### src/rtl/substr_pkg.sv
package substr_pkg;

    typedef enum logic {
        ST_IDLE = 1'b0,
        ST_SCAN = 1'b1
    } scan_state_e;

    // Number of alignments that fit completely inside a string of len characters.
    function automatic int fitting_alignments(input int len, input int pat_len);
        return (len >= pat_len) ? (len - pat_len + 1) : 0;
    endfunction

    // Index of the last alignment to visit; at least one cycle is always spent.
    function automatic int final_alignment(input int len, input int pat_len);
        int n;
        n = fitting_alignments(len, pat_len);
        return (n == 0) ? 0 : n - 1;
    endfunction

endpackage

### src/rtl/substr_align_match.sv
module substr_align_match #(
    parameter int CHAR_W  = 8,
    parameter int REF_LEN = 5,
    parameter int PAT_LEN = 3,
    localparam int NUM_ALIGN = REF_LEN - PAT_LEN + 1,
    localparam int LEN_W     = $clog2(REF_LEN + 1)
) (
    input  logic [REF_LEN*CHAR_W-1:0] ref_q,
    input  logic [PAT_LEN*CHAR_W-1:0] pat_q,
    input  logic [LEN_W-1:0]          len_q,
    output logic [NUM_ALIGN-1:0]      hit
);

    logic [NUM_ALIGN-1:0][PAT_LEN-1:0] char_eq;

    for (genvar a = 0; a < NUM_ALIGN; a++) begin : g_align
        for (genvar c = 0; c < PAT_LEN; c++) begin : g_char
            assign char_eq[a][c] =
                (ref_q[(REF_LEN-1-a-c)*CHAR_W +: CHAR_W] == pat_q[(PAT_LEN-1-c)*CHAR_W +: CHAR_W]);
        end
        assign hit[a] = (&char_eq[a]) && (len_q >= LEN_W'(a + PAT_LEN));
    end

endmodule

### src/rtl/substr_scan_ctrl.sv
module substr_scan_ctrl
    import substr_pkg::*;
#(
    parameter int NUM_ALIGN = 3,
    localparam int POS_W    = $clog2(NUM_ALIGN + 1)
) (
    input  logic                 clk,
    input  logic                 rst,
    input  logic                 start_i,
    input  logic [NUM_ALIGN-1:0] hit_i,
    input  logic [POS_W-1:0]     last_i,
    output logic                 capture_o,
    output logic                 found_o,
    output logic [POS_W-1:0]     pos_o,
    output logic                 done_o
);

    scan_state_e      state;
    logic [POS_W-1:0] idx;
    logic             cur_hit;

    assign capture_o = (state == ST_IDLE) && start_i;

    always_comb begin
        cur_hit = 1'b0;
        for (int i = 0; i < NUM_ALIGN; i++) begin
            if (idx == POS_W'(i)) cur_hit = hit_i[i];
        end
    end

    always_ff @(posedge clk) begin
        if (rst) begin
            state   <= ST_IDLE;
            idx     <= '0;
            found_o <= 1'b0;
            pos_o   <= '0;
            done_o  <= 1'b0;
        end else begin
            done_o <= 1'b0;
            case (state)
                ST_IDLE: begin
                    if (start_i) begin
                        state   <= ST_SCAN;
                        idx     <= '0;
                        found_o <= 1'b0;
                        pos_o   <= '0;
                    end
                end
                ST_SCAN: begin
                    if (cur_hit) begin
                        found_o <= 1'b1;
                        pos_o   <= idx + POS_W'(1);
                        done_o  <= 1'b1;
                        state   <= ST_IDLE;
                    end else if (idx >= last_i) begin
                        done_o  <= 1'b1;
                        state   <= ST_IDLE;
                    end else begin
                        idx <= idx + POS_W'(1);
                    end
                end
                default: state <= ST_IDLE;
            endcase
        end
    end

    assert_done_pulse_R6: assert property (@(posedge clk) disable iff (rst)
        done_o |=> !done_o);

    assert_result_hold_R6: assert property (@(posedge clk) disable iff (rst)
        (state == ST_IDLE && !start_i) |=> ($stable(found_o) && $stable(pos_o)));

    assert_miss_zero_R2: assert property (@(posedge clk) disable iff (rst)
        !found_o |-> (pos_o == '0));

    assert_pos_range_R1: assert property (@(posedge clk) disable iff (rst)
        found_o |-> (pos_o >= POS_W'(1) && pos_o <= POS_W'(NUM_ALIGN)));

    assert_scan_clear_R8: assert property (@(posedge clk) disable iff (rst)
        (state == ST_SCAN) |-> (!found_o && pos_o == '0));

endmodule

### src/rtl/substr_locator.sv
module substr_locator
    import substr_pkg::*;
#(
    parameter int CHAR_W  = 8,
    parameter int REF_LEN = 5,
    parameter int PAT_LEN = 3,
    localparam int NUM_ALIGN = REF_LEN - PAT_LEN + 1,
    localparam int LEN_W     = $clog2(REF_LEN + 1),
    localparam int POS_W     = $clog2(NUM_ALIGN + 1)
) (
    input  logic                      clk,
    input  logic                      rst,
    input  logic                      start,
    input  logic [REF_LEN*CHAR_W-1:0] ref_chars,
    input  logic [LEN_W-1:0]          ref_len,
    input  logic [PAT_LEN*CHAR_W-1:0] pat_chars,
    output logic                      found,
    output logic [POS_W-1:0]          pos,
    output logic                      done
);

    logic [REF_LEN*CHAR_W-1:0] ref_q;
    logic [PAT_LEN*CHAR_W-1:0] pat_q;
    logic [LEN_W-1:0]          len_q;
    logic [LEN_W-1:0]          len_clamped;
    logic [NUM_ALIGN-1:0]      hit;
    logic [POS_W-1:0]          last_idx;
    logic                      capture;

    assign len_clamped = (ref_len > LEN_W'(REF_LEN)) ? LEN_W'(REF_LEN) : ref_len;
    assign last_idx    = POS_W'(final_alignment(int'(len_q), PAT_LEN));

    always_ff @(posedge clk) begin
        if (rst) begin
            ref_q <= '0;
            pat_q <= '0;
            len_q <= '0;
        end else if (capture) begin
            ref_q <= ref_chars;
            pat_q <= pat_chars;
            len_q <= len_clamped;
        end
    end

    substr_align_match #(
        .CHAR_W  (CHAR_W),
        .REF_LEN (REF_LEN),
        .PAT_LEN (PAT_LEN)
    ) u_match (
        .ref_q (ref_q),
        .pat_q (pat_q),
        .len_q (len_q),
        .hit   (hit)
    );

    substr_scan_ctrl #(
        .NUM_ALIGN (NUM_ALIGN)
    ) u_ctrl (
        .clk       (clk),
        .rst       (rst),
        .start_i   (start),
        .hit_i     (hit),
        .last_i    (last_idx),
        .capture_o (capture),
        .found_o   (found),
        .pos_o     (pos),
        .done_o    (done)
    );

    assert_match_in_length_R4: assert property (@(posedge clk) disable iff (rst)
        found |-> (int'(pos) + PAT_LEN - 1 <= int'(len_q)));

    assert_len_capped_R4: assert property (@(posedge clk) disable iff (rst)
        len_q <= LEN_W'(REF_LEN));

endmodule

### config.mk
export PLATFORM = sky130hd
export DESIGN_NAME = substr_locator
export DESIGN_NICKNAME = d
export VERILOG_FILES = /design/src/rtl/substr_pkg.sv /design/src/rtl/substr_align_match.sv /design/src/rtl/substr_scan_ctrl.sv /design/src/rtl/substr_locator.sv
export SDC_FILE = /design/constraint.sdc
export NUM_CORES = 1
export LEC_CHECK = 0
export ABC_CLOCK_PERIOD_IN_PS = 3000
export BUFFER_PORTS_ARGS = -buffer_cell sky130_fd_sc_hd__buf_4
export CORE_MARGIN = 5
export CORE_UTILIZATION = 35
export DETAILED_ROUTE_END_ITERATION = 6
export GPL_TIMING_DRIVEN = 1
export PLACE_DENSITY = 0.63
export SLEW_MARGIN = 40
export SYNTH_ARGS = -nofsm -noshare
export SYNTH_HDL_FRONTEND = slang
export SYNTH_SLANG_ARGS = --single-unit
### constraint.sdc
create_clock -name clk -period 3 [get_ports clk]
set_input_delay 0.6 -clock clk [delete_from_list [all_inputs] [get_ports clk]]
set_output_delay 0.6 -clock clk [all_outputs]
set_load 0.02 [all_outputs]
# After elaboration in Yosys (flattened, before gate mapping)
# Index checks and enable logic that the tools add are counted.
[classes]
add_sub_neg = 4
muxes = 21
bitwise = 1
n_eq_ne = 15
n_lt_le_gt_ge = 6
n_reduce_logical = 12
[op_table]
columns = ["op", "count"]
rows = [
  ["$eq 8x8->1", 9],
  ["$logic_not 32->1", 1],
  ["$mux 32", 1],
  ["$reduce_and 3->1", 4],
  ["$mux 1", 10],
  ["$mux 2", 5],
  ["$ne 2x2->1 const B", 4],
  ["$pmux 2 s2", 2],
  ["$ge 3x2->1 const B", 2],
  ["$ge 3x3->1 const B", 2],
  ["$add 4x2->5 const B", 1],
  ["$logic_and 1x1->1", 4],
  ["$pmux 1 s2", 2],
  ["$sub 3x2->4 const B", 1],
  ["$gt 3x3->1 const B", 1],
  ["$mux 3", 1],
  ["$add 2x1->2 const B", 1],
  ["$eq 2x1->1 const B", 1],
  ["$eq 2x2->1 const B", 1],
  ["$ge 2x2->1", 1],
  ["$logic_not 2->1", 1],
  ["$reduce_and 2->1", 1],
  ["$reduce_or 2->1", 1],
  ["$sub 2x2->2 const B", 1],
  ["$not 1->1", 1],
]
[totals]
out_inout_bits = 4
wordCells = 67
register_bits = 74
in_bits = 70

# Longest topological paths before layout
# Gate-level depths: netlist (run 1).
[logic_depth]
depth_word = 9
mapped_depth = 14
depth_no_buf = 14

# By module
# From an unflattened synthesis (run 1), not the netlist that was laid out.
[unflattened]
hier_cells = 388
area_unflattened_um2 = 3743.6
[modules_own_cells]
columns = ["mod", "n_inst", "area_each_um2", "cells_per_inst", "seq_area_each_um2"]
rows = [
  ["substr_locator", 1, 2497.4, 237, 1341.3],
  ["substr_align_match", 1, 809.5, 100, 0.0],
  ["substr_scan_ctrl", 1, 436.7, 51, 140.1],
]

# Worst setup path after synthesis (run 1)
# OpenSTA, ideal clock, no wires.
[synth_timing]
path_type = "register -> register"
from = "register len_q[2]"
to = "register u_ctrl.idx[0]"
t_required_ns = 2.877
synth_period_minus_slack_ns = 2.725
n_path_buf = 1
setup_ns = 0.123
stages_incl_launch_ff = 13
arrival_ns = 2.602
path_slack_ns = 0.275
path_cell_list = "dfxtp_1 > clkbuf_1 > inv_1 > ha_1 > nor4b_1 > a211oi_1 > a211oi_1 > a21oi_1 > ha_1 > nand2b_1 > a21oi_1 > nand4_1 > mux2_1"
[synth_between]
elab_chain_cells = 8
elab_cells_between_ends = 20
classes_between = "add/sub (3); order compare (5); eq/ne (2); mux (5); reduce/logical (5)"
[synth_rtl]
columns = ["item", "line_no", "text"]
rows = [
  ["from (decl)", "substr_locator.sv:24", "logic [LEN_W-1:0] len_q;"],
  ["from (signal assigned)", "substr_locator.sv:41", "len_q <= len_clamped;"],
  ["$sub 3x2->4", "substr_pkg.sv:10", "return (len >= pat_len) ? (len - pat_len + 1) : 0;"],
  ["$add 4x2->5", "substr_pkg.sv:10", ""],
  ["$mux 32", "substr_pkg.sv:10", ""],
  ["$logic_not 32->1", "substr_pkg.sv:17", "return (n == 0) ? 0 : n - 1;"],
  ["$mux 2", "substr_pkg.sv:17", ""],
  ["$ge 2x2->1", "substr_scan_ctrl.sv:55", "end else if (idx >= last_i) begin"],
  ["$ne 2x2->1 (no line)", "-", ""],
  ["$reduce_and 3->1 (no line) (*)", "-", ""],
  ["to (signal assigned)", "substr_scan_ctrl.sv:59", "idx <= idx + POS_W'(1);"],
  ["to (decl)", "substr_scan_ctrl.sv:19", "logic [POS_W-1:0] idx;"],
]
# Every way passes the cells marked *; elsewhere a longest branch is shown, timed or not.
# A chain may end at the register's enable or synchronous reset.

# Worst setup path after layout (run 1)
[layout_timing]
from = "register len_q[0]"
to = "register u_ctrl.idx[0]"
[layout_between]
elab_chain_cells = 8
elab_cells_between_ends = 20
classes_between = "add/sub (3); order compare (5); eq/ne (2); mux (5); reduce/logical (5)"
[layout_rtl]
columns = ["item", "line_no"]
rows = [
  ["$sub 3x2->4", "substr_pkg.sv:10"],
  ["$add 4x2->5", "substr_pkg.sv:10"],
  ["$mux 32", "substr_pkg.sv:10"],
  ["$sub 2x2->2 / $logic_not 32->1 (equally long branches)", "substr_pkg.sv:17"],
  ["$mux 2", "substr_pkg.sv:17"],
  ["$ge 2x2->1", "substr_scan_ctrl.sv:55"],
  ["$ne 2x2->1 (no line)", "-"],
  ["$reduce_and 3->1 (no line) (*)", "-"],
]
# Marks and branches as above.

==> results of run 1 <==
==> worst min-delay path: stages, from the launching register on <==
cell     delay [ns]
dfxtp_1        0.32
nand2_1        0.05
a21oi_1        0.05
==> per-stage QoR <==
| step | utilization [%] | hold slack (ns) | instance area (sq um) | worst slack [ns] |
|---|---|---|---|---|
| after floorplan | - | 0.4478 | 3676 | 0.2745 |
| after global placement | 42.37 | 0.4642 | 4354 | 0.1683 |
| after detailed placement | 42.37 | 0.4636 | 4354 | -0.06260 |
| after CTS | 44.40 | 0.4760 | 4563 | 0.02841 |
| after global routing | 44.55 | 0.4803 | 4578 | 0.02784 |
| final | 44.55 | 0.4725 | 4578 | 0.1978 |
==> path summary, 6_finish.rpt <==
path | from | end | cells after the start
worst max-delay path | len_q[0] | u_ctrl.idx[0] | 14
worst min register to register | ref_q[2] | ref_q[2] | 2
worst min-delay path | ref_q[2] | ref_q[2] | 2
worst max register to register | len_q[0] | u_ctrl.idx[0] | 14
==> power by group through the flow <==
stage	combinational (W)	sequential [W]	clock, W
global route	0.000458	0.00113	0.000854
finish	0.000407	0.00112	0.000785
CTS	0.000410	0.00112	0.000807
global placement	0.000400	0.00115	0
floorplan	0.000276	0.00112	0
detailed placement	0.000406	0.00115	0
==> layout make-up <==
cell class,count,area [sq um]
repair buffers,79,593.1
well taps,136,170.2
inverters,8,30.03
multi-input cells,355,2093
fillers,1063,5699
flip-flops and latches,74,1489
clock buffers,11,151.4
clock inverters,4,51.30
==> layout by cell type (no fill, tap or decap), types with 4 or more instances in the layout <==
master,instances
nand2_1,136
buf_4,79
dfxtp_1,72
a21oi_1,69
xnor2_1,69
nand4_1,16
clkbuf_8,11
nor3_1,10
ha_1,9
inv_1,7
nand3_1,6
a211oi_1,4
==> routing by layer <==
metal  track usage (%)  share of wire (%)  vias up
li1                  -                  -     1664
met1             20.34                 47     1462
met2             24.95                 47       61
met3             4.205                4.7       11
met4             4.087                1.2        0
met5                 0                  0        -
==> logic make-up after synthesis <==
| group | after synthesis | synth area share, % |
|---|---|---|
| AOI/OAI and AO/OA | 83 | 11.95 |
| xor gates and xnor gates | 72 | 17.15 |
| adders and majority gates | 9 | 3.063 |
| buffers and inverters | 33 | 3.403 |
| DFF | 74 | 40.30 |
| muxes | 2 | 0.6126 |
| and+or+nand+nor | 189 | 23.52 |
==> sequential cells by signal, summed over array words and instances, names as in the netlist <==
signal          count
len_q               3
pat_q              24
ref_q              40
u_ctrl.done_o       1
u_ctrl.found_o      1
u_ctrl.idx          2
u_ctrl.pos_o        2
u_ctrl.state        1
==> repair_timing <==
action                     CTS  global route
pin swaps                    0             2
gates resized for setup      1             6
setup endpoints to repair    2             2
hold buffers                 0             0
==> run metrics, run 1 <==
initial DRC count 141; initial antenna violation count 0; first-pass detailed-route iteration total 4; final setup vio count 0; period utilisation layout 93.41%; final std cells w/o fill 667; area leader, netlist dfxtp_1; measured slew at the worst slew-check pin just over 0.6 ns; sequential power share 48.5%; total power 0.002316 W; global route overflow 0; DR WL/cell about 14 microns; Clock Path Buffers 2; Min Clock Period, post-route around 2.8 ns; Clock Tree Root clkbuf_8; die width 112.5 microns; Synth cell types 37; Critical Path RT 3.24 ns; vias 3198; setup TNS 0 ns; Clock Pin Slew Worst Setup and Hold Paths ~0.070 ns; syn nets ~540; Min-Delay Path Class flip-flop to flip-flop; vias in the first global route 3176; Worst path top cell family by delay compound AO/OA/AOI/OAI gates; Clock power frac 33.9%; CORE AREA 0.01028 sq mm; Fin. Hold Viols 0; first-pass GRT wire length 15.72 mm; Yosys warnings 0; number of synthesized flops with an enable pin 0; CTS tree done; Rows 37; P per Cell Area 506.0 mW/mm^2; area share of the largest cell type after synthesis 40.30%; slowest library cell on the worst path dfxtp_4; share of post-route cells with drive strength above 1 about a fifth; dominant cell by count in the synthesized netlist nand2_1; Final #Nets 606; internal power 0.001676 W; Max VDD drop 220.5 uV; P_sw roughly 0.00064 W; ant diodes 0; number of CTS-inserted buffers 9; Post-synth top cells nand2_1 (137), dfxtp_1 (74), a21oi_1 (70); register-to-register setup slack 0.20 ns; Top FF cell, synth dfxtp_1; Final HPWL DP 7.445 mm; clock skew 0.008969 ns; Pleak 1.688 nW; post-CTS repair timing setup buffer count 0; DRC Markers 0; Routed Antenna Nets 0; Mapped Avg Cell Area 7.957 sq um; gr usage total 15.43%; Mapped Cells between 400 and 500; nature of the critical path endpoint flip-flop; boundary pin count 74; CP max stage delay 0.38 ns; Comb power frac between 10% and 20%; largest net degree at the start of global routing 45; worst skew pair latency 0.35 ns; post-synthesis cell area 0.003676 sq mm; Slew Limit Fails 0; CP bufs+invs 2; post-synthesis sequential area ratio about two fifths; RSZ-0062 raised after global routing no; Max-slew headroom 59.69%; Routed WL about 9.6 mm; port bufs 73; clock sink total 74; # placed instances 652; crit-path cells ha_1, inv_1, ha_1, inv_1, nand3_1, o21ai_1, a211oi_1, a211oi_1, a21oi_1, ha_1, nand2b_1, a21oi_2, nand4_1, mux2_1; die height 112.5 microns; die area about 0.013 sq mm; max cap viols 0; top post-synthesis cells by area dfxtp_1 (40%), xnor2_1 (16%), nand2_1 (14%), a21oi_1 (9.5%), ha_1 (3.1%); crit-path max FO 7; highest clock rate 356.9 MHz; GP Congestion 0.8437; Layout area overhead 24.54%; status completed; cell mode on critical path ha_1; startpoint types flip-flop; CP Data Arrival Time around 3.0 ns; FF+latch count, synth 74; Crit Path Class flip-flop to flip-flop; Initial Util 35.77%; H-Tree Depth 3; Synth async-reset ratio 0%; vias per inst 4.795; Sw Ratio 27.65%
(Power assumes the default switching activity.)
==> run 2: changes to the inputs <==
--- a/config.mk
+++ b/config.mk
@@ -8,10 +8,10 @@
 export ABC_CLOCK_PERIOD_IN_PS = 3000
 export BUFFER_PORTS_ARGS = -buffer_cell sky130_fd_sc_hd__buf_4
 export CORE_MARGIN = 5
-export CORE_UTILIZATION = 35
+export CORE_UTILIZATION = 30
 export DETAILED_ROUTE_END_ITERATION = 6
 export GPL_TIMING_DRIVEN = 1
-export PLACE_DENSITY = 0.63
+export PLACE_DENSITY = 0.57
 export SLEW_MARGIN = 40
 export SYNTH_ARGS = -nofsm -noshare
 export SYNTH_HDL_FRONTEND = slang
==> constraint.sdc (replaced) <==
create_clock -name clk -period 3 [get_ports clk]
set_input_delay 0.75 -clock clk [delete_from_list [all_inputs] [get_ports clk]]
set_output_delay 0.75 -clock clk [all_outputs]
set_load 0.02 [all_outputs]
==> run metrics, run 2 (same netlist as run 1, synthesis figures left out) <==
Min-Delay Path Class flip-flop to flip-flop; final core occ 38.96% (-5.6 points); Hold WS 0.4713 ns (-0.001227 ns); Final HPWL DP 7.729 mm (+3.8%); global route overflow 0 (unchanged); CP max stage delay 0.38 ns (about the same); DR WL/cell 14.90 microns (+4.0%); CP bufs+invs 2 (unchanged); Slew Limit Fails 0 (unchanged); startpoint types flip-flop; initial antenna violation count 0 (unchanged); die width 120.7 microns (+7.3%); crit-path max FO 7 (unchanged); clock skew 0.006627 ns (-0.002342 ns); Max-slew headroom 63.78% (+4.1 points); vias 3232 (+1.1%); nature of the critical path endpoint flip-flop; port bufs 73 (unchanged); cell mode on critical path ha_1; measured slew at the worst slew-check pin 0.5421 ns (-0.06118 ns); Crit Path Class flip-flop to flip-flop; Critical Path RT 3.21 ns (-0.03 ns); clock sink total 74 (unchanged); first-pass GRT wire length 16.35 mm (+4.0%); Hold-fix buffers, CTS 0 (unchanged); max cap viols 0 (unchanged); boundary pin count 74 (unchanged); biggest regs ref_q x40, pat_q x24, len_q x3; Fin. Hold Viols 0 (unchanged); vias per inst 4.774 (-0.43%); share of post-route cells with drive strength above 1 19.81% (-0.34 points); CORE AREA 0.01201 sq mm (+17%); Rows 40 (+8.1%); initial DRC count 137 (-2.8%); gr usage total 14.05% (-1.4 points); status completed; Pleak 1.714 nW (+1.5%); ant diodes 0 (unchanged); CTS tree done; Clock Path Buffers 2 (unchanged); post_cts resized 0 (-1); period utilisation layout 91.57% (-1.8 points); crit-path cells ha_1, inv_1, ha_1, inv_1, nand3_1, o21ai_1, a211oi_1, a211oi_1, a21oi_1, ha_1, nand2b_1, a21oi_2, nand4_1, mux2_1; first-pass detailed-route iteration total 4 (unchanged); Final #Nets 604 (-0.33%); number of CTS-inserted buffers 9 (unchanged); Clock Pin Slew Worst Setup and Hold Paths 0.06 ns (about the same); Clock Tree Root clkbuf_16; commonest non-fill, non-tap cell in the layout nand2_1; Filler Cell Count 1247 (+17%); Worst path top cell family by delay adder cells; CP Data Arrival Time 2.96 ns (-0.08 ns); highest clock rate 364.0 MHz (+2.0%); P per Cell Area 554.2 mW/mm^2 (+9.5%); worst skew pair latency 0.33 ns (-0.02 ns); Min Clock Period, post-route 2.747 ns (-0.05499 ns); post-CTS repair timing setup buffer count 0 (unchanged); Initial Util 30.60% (-5.2 points); DRC Markers 0 (unchanged); largest net degree at the start of global routing 50 (+11%); vias in the first global route 3204 (+0.88%); die area 0.01457 sq mm (+15%); Routed Antenna Nets 0 (unchanged); slowest library cell on the worst path dfxtp_4; GP Congestion 0.8649 (+2.5%); max reg flops 40 (unchanged); most flop-heavy register ref_q; most frequent cells in the layout nand2_1 (136), buf_4 (76), dfxtp_1 (71), a21oi_1 (69), xnor2_1 (69); RSZ-0062 raised after global routing yes; Routed WL 10.09 mm (+5.5%); die height 120.7 microns (+7.3%); H-Tree Depth 3 (unchanged); final setup vio count 0 (unchanged); Layout area overhead 27.30%; Max VDD drop 280.7 uV (+27%)
run 2: cell count changes in the layout (fill, tap and decap cells not counted), moves of 2 or more:
| cell | before | now |
|---|---|---|
| clkbuf_8 | 11 | 0 |
| clkbuf_16 | 0 | 9 |
| buf_4 | 79 | 76 |
| clkinvlp_4 | 1 | 3 |
run 2: metrics by stage:
stage | setup WS (ns) | TNS [ns] | instance area, sq um | cells | power [W]
detailed placement | 0.02551 | 0 | 4365 | 661 | 0.001559
global placement | 0.1765 | 0 | 4365 | 661 | 0.001551
floorplan | 0.2745 | 0 | 3676 | 462 | 0.001397
finish | 0.2528 | 0 | 4679 | 677 | 0.002593
global route | -0.01986 | -0.03233 | 4679 | 677 | 0.002718
CTS | 0.02937 | 0 | 4661 | 677 | 0.002618
run 2: layout make-up:
class | count | area [sq um] | share of cell area [%]
clock buffers | 10 | 229.0 | 4.893
clock inverters | 6 | 66.31 | 1.417
inverters | 8 | 30.03 | 0.6417
multi-input cells | 355 | 2090 | 44.65
flip-flops and latches | 74 | 1490 | 31.84
well taps | 147 | 183.9 | 3.930
repair buffers | 77 | 590.6 | 12.62
run 2: per-layer routing:
metal  vias to the layer above  routed length, microns  track usage (%)  part of all wire [%]
met2                        65                    4723            22.53                    47
met1                      1500                    4793            19.13                    48
met4                         0                      30            3.612                  0.30
li1                       1665                       -                -                     -
met3                         2                     540            3.134                   5.4
met5                         -                       0                0                     0
run 2: path summary, 6_finish.rpt:
kind | startpoint | end | slack [ns] | cells after the start
worst max-delay path | len_q[0] | u_ctrl.idx[0] | 0.25 | 14
worst min register to register | ref_q[33] | ref_q[33] | 0.47 | 2
worst min-delay path | ref_q[33] | ref_q[33] | 0.47 | 2
worst max register to register | len_q[0] | u_ctrl.idx[0] | 0.25 | 14
run 2: worst reg2reg max path, stage by stage, from the launching register on:
cell,delay [ns]
dfxtp_4,0.38
ha_1,0.16
inv_1,0.05
ha_1,0.30
inv_1,0.06
nand3_1,0.08
o21ai_1,0.08
a211oi_1,0.25
a211oi_1,0.07
a21oi_1,0.12
ha_1,0.24
nand2b_1,0.16
a21oi_2,0.15
nand4_1,0.18
mux2_1,0.36
run 2: power by group:
part           switching, W  total, W  leakage [nW]  internal (W)
combinational      0.000198  0.000409         0.969      0.000211
sequential        0.0000866   0.00113         0.609       0.00104
clock              0.000411   0.00106         0.135      0.000645
total              0.000695   0.00259          1.71       0.00190
==> run 3: changes to the inputs <==
--- a/config.mk
+++ b/config.mk
@@ -8,10 +8,10 @@
 export ABC_CLOCK_PERIOD_IN_PS = 3000
 export BUFFER_PORTS_ARGS = -buffer_cell sky130_fd_sc_hd__buf_4
 export CORE_MARGIN = 5
-export CORE_UTILIZATION = 30
+export CORE_UTILIZATION = 55
 export DETAILED_ROUTE_END_ITERATION = 6
-export GPL_TIMING_DRIVEN = 1
-export PLACE_DENSITY = 0.57
+export GPL_TIMING_DRIVEN = 0
+export PLACE_DENSITY = 0.88
 export SLEW_MARGIN = 40
 export SYNTH_ARGS = -nofsm -noshare
 export SYNTH_HDL_FRONTEND = slang
==> run metrics, run 3 (same netlist as run 1, synthesis figures left out) <==
status completed; H-Tree Depth 3 (unchanged); Crit Path Class flip-flop to flip-flop; global route overflow 0 (unchanged); Rows 29 (-28%); die height 91.76 microns (-24%); number of CTS-inserted buffers 9 (unchanged); CP max stage delay 0.39 ns (about the same); most flop-heavy register ref_q; startpoint types flip-flop; period utilisation layout 95.27% (+3.7 points); DR WL/cell 16.31 microns (+9.5%); clock sink total 74 (unchanged); most frequent cells in the layout nand2_1 (137), buf_4 (73), dfxtp_1 (71), a21oi_1 (69), xnor2_1 (69); pre-CTS WS -0.1067 ns (-0.1323 ns); cell mode on critical path ha_1; boundary pin count 74 (unchanged); GP Congestion 0.9303 (+7.6%); worst skew pair latency 0.35 ns (+0.02 ns); Fin. Hold Viols 0 (unchanged); Clock Tree Root clkbuf_8; clock skew 0.006303 ns (-0.0003243 ns); Filler Cell Count 532 (-57%); vias per inst 5.557 (+16%); die area 0.008419 sq mm (-42%); crit-path max FO 7 (unchanged); Final #Nets 624 (+3.3%); max reg flops 40 (unchanged); hold worst-path end ref_q[32]; Min Clock Period, post-route 2.858 ns (+0.1108 ns); final core occ 70.04% (+31 points); ant diodes 0 (unchanged); Pleak 1.663 nW (-2.9%); Max-slew headroom 58.72% (-5.1 points); first-pass detailed-route iteration total 5 (+1); reg2reg end u_ctrl.idx[0]; Final HPWL DP 8.036 mm (+4.0%); vias in the first global route 3570 (+11%); highest clock rate 349.9 MHz (-3.9%); Clock Path Buffers 2 (unchanged); crit-path cells ha_1, inv_1, ha_1, inv_1, nand3_1, o21ai_1, a211oi_1, a211oi_1, a21oi_1, ha_1, nand2b_1, a21oi_2, nand4_1, mux2_1; Max VDD drop 331.8 uV (+18%); largest net degree at the start of global routing 13 (-74%); final setup vio count 0 (unchanged); max cap viols 0 (unchanged); Initial Util 57.24% (+27 points); RSZ-0062 raised after global routing no; CTS tree done; gr usage total 25.34% (+11 points); Routed Antenna Nets 0 (unchanged); slowest library cell on the worst path dfxtp_4; initial antenna violation count 0 (unchanged); first-pass GRT wire length 16.94 mm (+3.6%); nature of the critical path endpoint flip-flop; register-to-register setup slack 0.14 ns (-0.11 ns); commonest non-fill, non-tap cell in the layout nand2_1; vias 3484 (+7.8%); Min-Delay Path Class flip-flop to flip-flop; Layout area overhead 22.36%; biggest regs ref_q x40, pat_q x24, len_q x3; Hold WS 0.4756 ns (+0.004282 ns); Critical Path RT 3.24 ns (+0.03 ns); P per Cell Area 491.2 mW/mm^2 (-11%); port bufs 72 (-1.4%); DRC Markers 0 (unchanged); setup ws final 0.1420 ns (-0.1108 ns); CP Data Arrival Time 3.10 ns (+0.14 ns); measured slew at the worst slew-check pin 0.6192 ns (+0.07706 ns); reg2reg start len_q[0]; Clock Pin Slew Worst Setup and Hold Paths 0.07 ns (about the same); Routed WL 10.23 mm (+1.4%); CORE AREA 0.006422 sq mm (-47%); share of post-route cells with drive strength above 1 18.00% (-1.8 points); Hold Crit Depth 2 (unchanged); die width 91.76 microns (-24%); reg2reg path depth 14 (unchanged); Slew Limit Fails 0 (unchanged); Hold-fix buffers, CTS 0 (unchanged); hold wc startpoint ref_q[32]; initial DRC count 188 (+37%)
==> run 3: report_power, final <==
part | switching, W | internal [W]
clock network | 0.000364 | 0.000297
logic | 0.000210 | 0.000211
registers | 0.0000866 | 0.00104
==> run 3: cell type report <==
type / count / area (sq um) / area share, %
Multi-Input combinational cell: 355 / 2079 / 46.23
Sequential cell: 74 / 1490 / 33.13
Timing Repair Buffer: 73 / 548.0 / 12.18
Clock buffer: 11 / 131.4 / 2.921
Tap cell: 77 / 96.34 / 2.142
Buffer: 24 / 91.34 / 2.031
Clock inverter: 5 / 31.28 / 0.6954
Inverter: 8 / 30.03 / 0.6676
==> run 3: metal layers <==
metal | GRT usage [%] | vias up | wire length (microns)
met3 | 5.401 | 27 | 705
met4 | 11.63 | 0 | 277
met5 | 0 | - | 0
met1 | 29.97 | 1606 | 4157
li1 | - | 1707 | -
met2 | 43.94 | 144 | 5089
==> run 3: worst max path at each step <==
stage	from	end	slack, ns	cells past startpoint
floorplan	len_q[2]	u_ctrl.idx[0]	0.27	12
global placement	len_q[2]	u_ctrl.idx[1]	0.04	12
detailed placement	len_q[2]	u_ctrl.idx[0]	-0.11	12
CTS	len_q[0]	u_ctrl.idx[0]	0.005	14
global route	len_q[0]	u_ctrl.idx[0]	0.002	14
finish	len_q[0]	u_ctrl.idx[0]	0.14	14
==> run 3: worst max-delay path, delay by kind of cell, from the launching register on <==
family / cells / cell delay, ns
fa+ha+maj: 3 / 0.72
flops: 1 / 0.39
compound gates: 5 / 0.69
mux: 1 / 0.38
buf+inv: 2 / 0.14
simple gates: 3 / 0.43
==> run 3: per-stage QoR <==
step                setup TNS, ns  cells  power [W]  instance area, sq um
global route                    0    627   0.002310                  4498
CTS                             0    626   0.002206                  4478
global placement                0    611   0.001543                  4313
floorplan                       0    462   0.001397                  3676
finish                          0    627   0.002209                  4498
detailed placement        -0.1926    611   0.001560                  4313
==> run 3: timing repair <==
action                                  in CTS  in global routing
endpoints found under the setup margin       2                  2
resized for setup                            1                  6
pin swaps                                    0                  1
buffers inserted                             0                  1
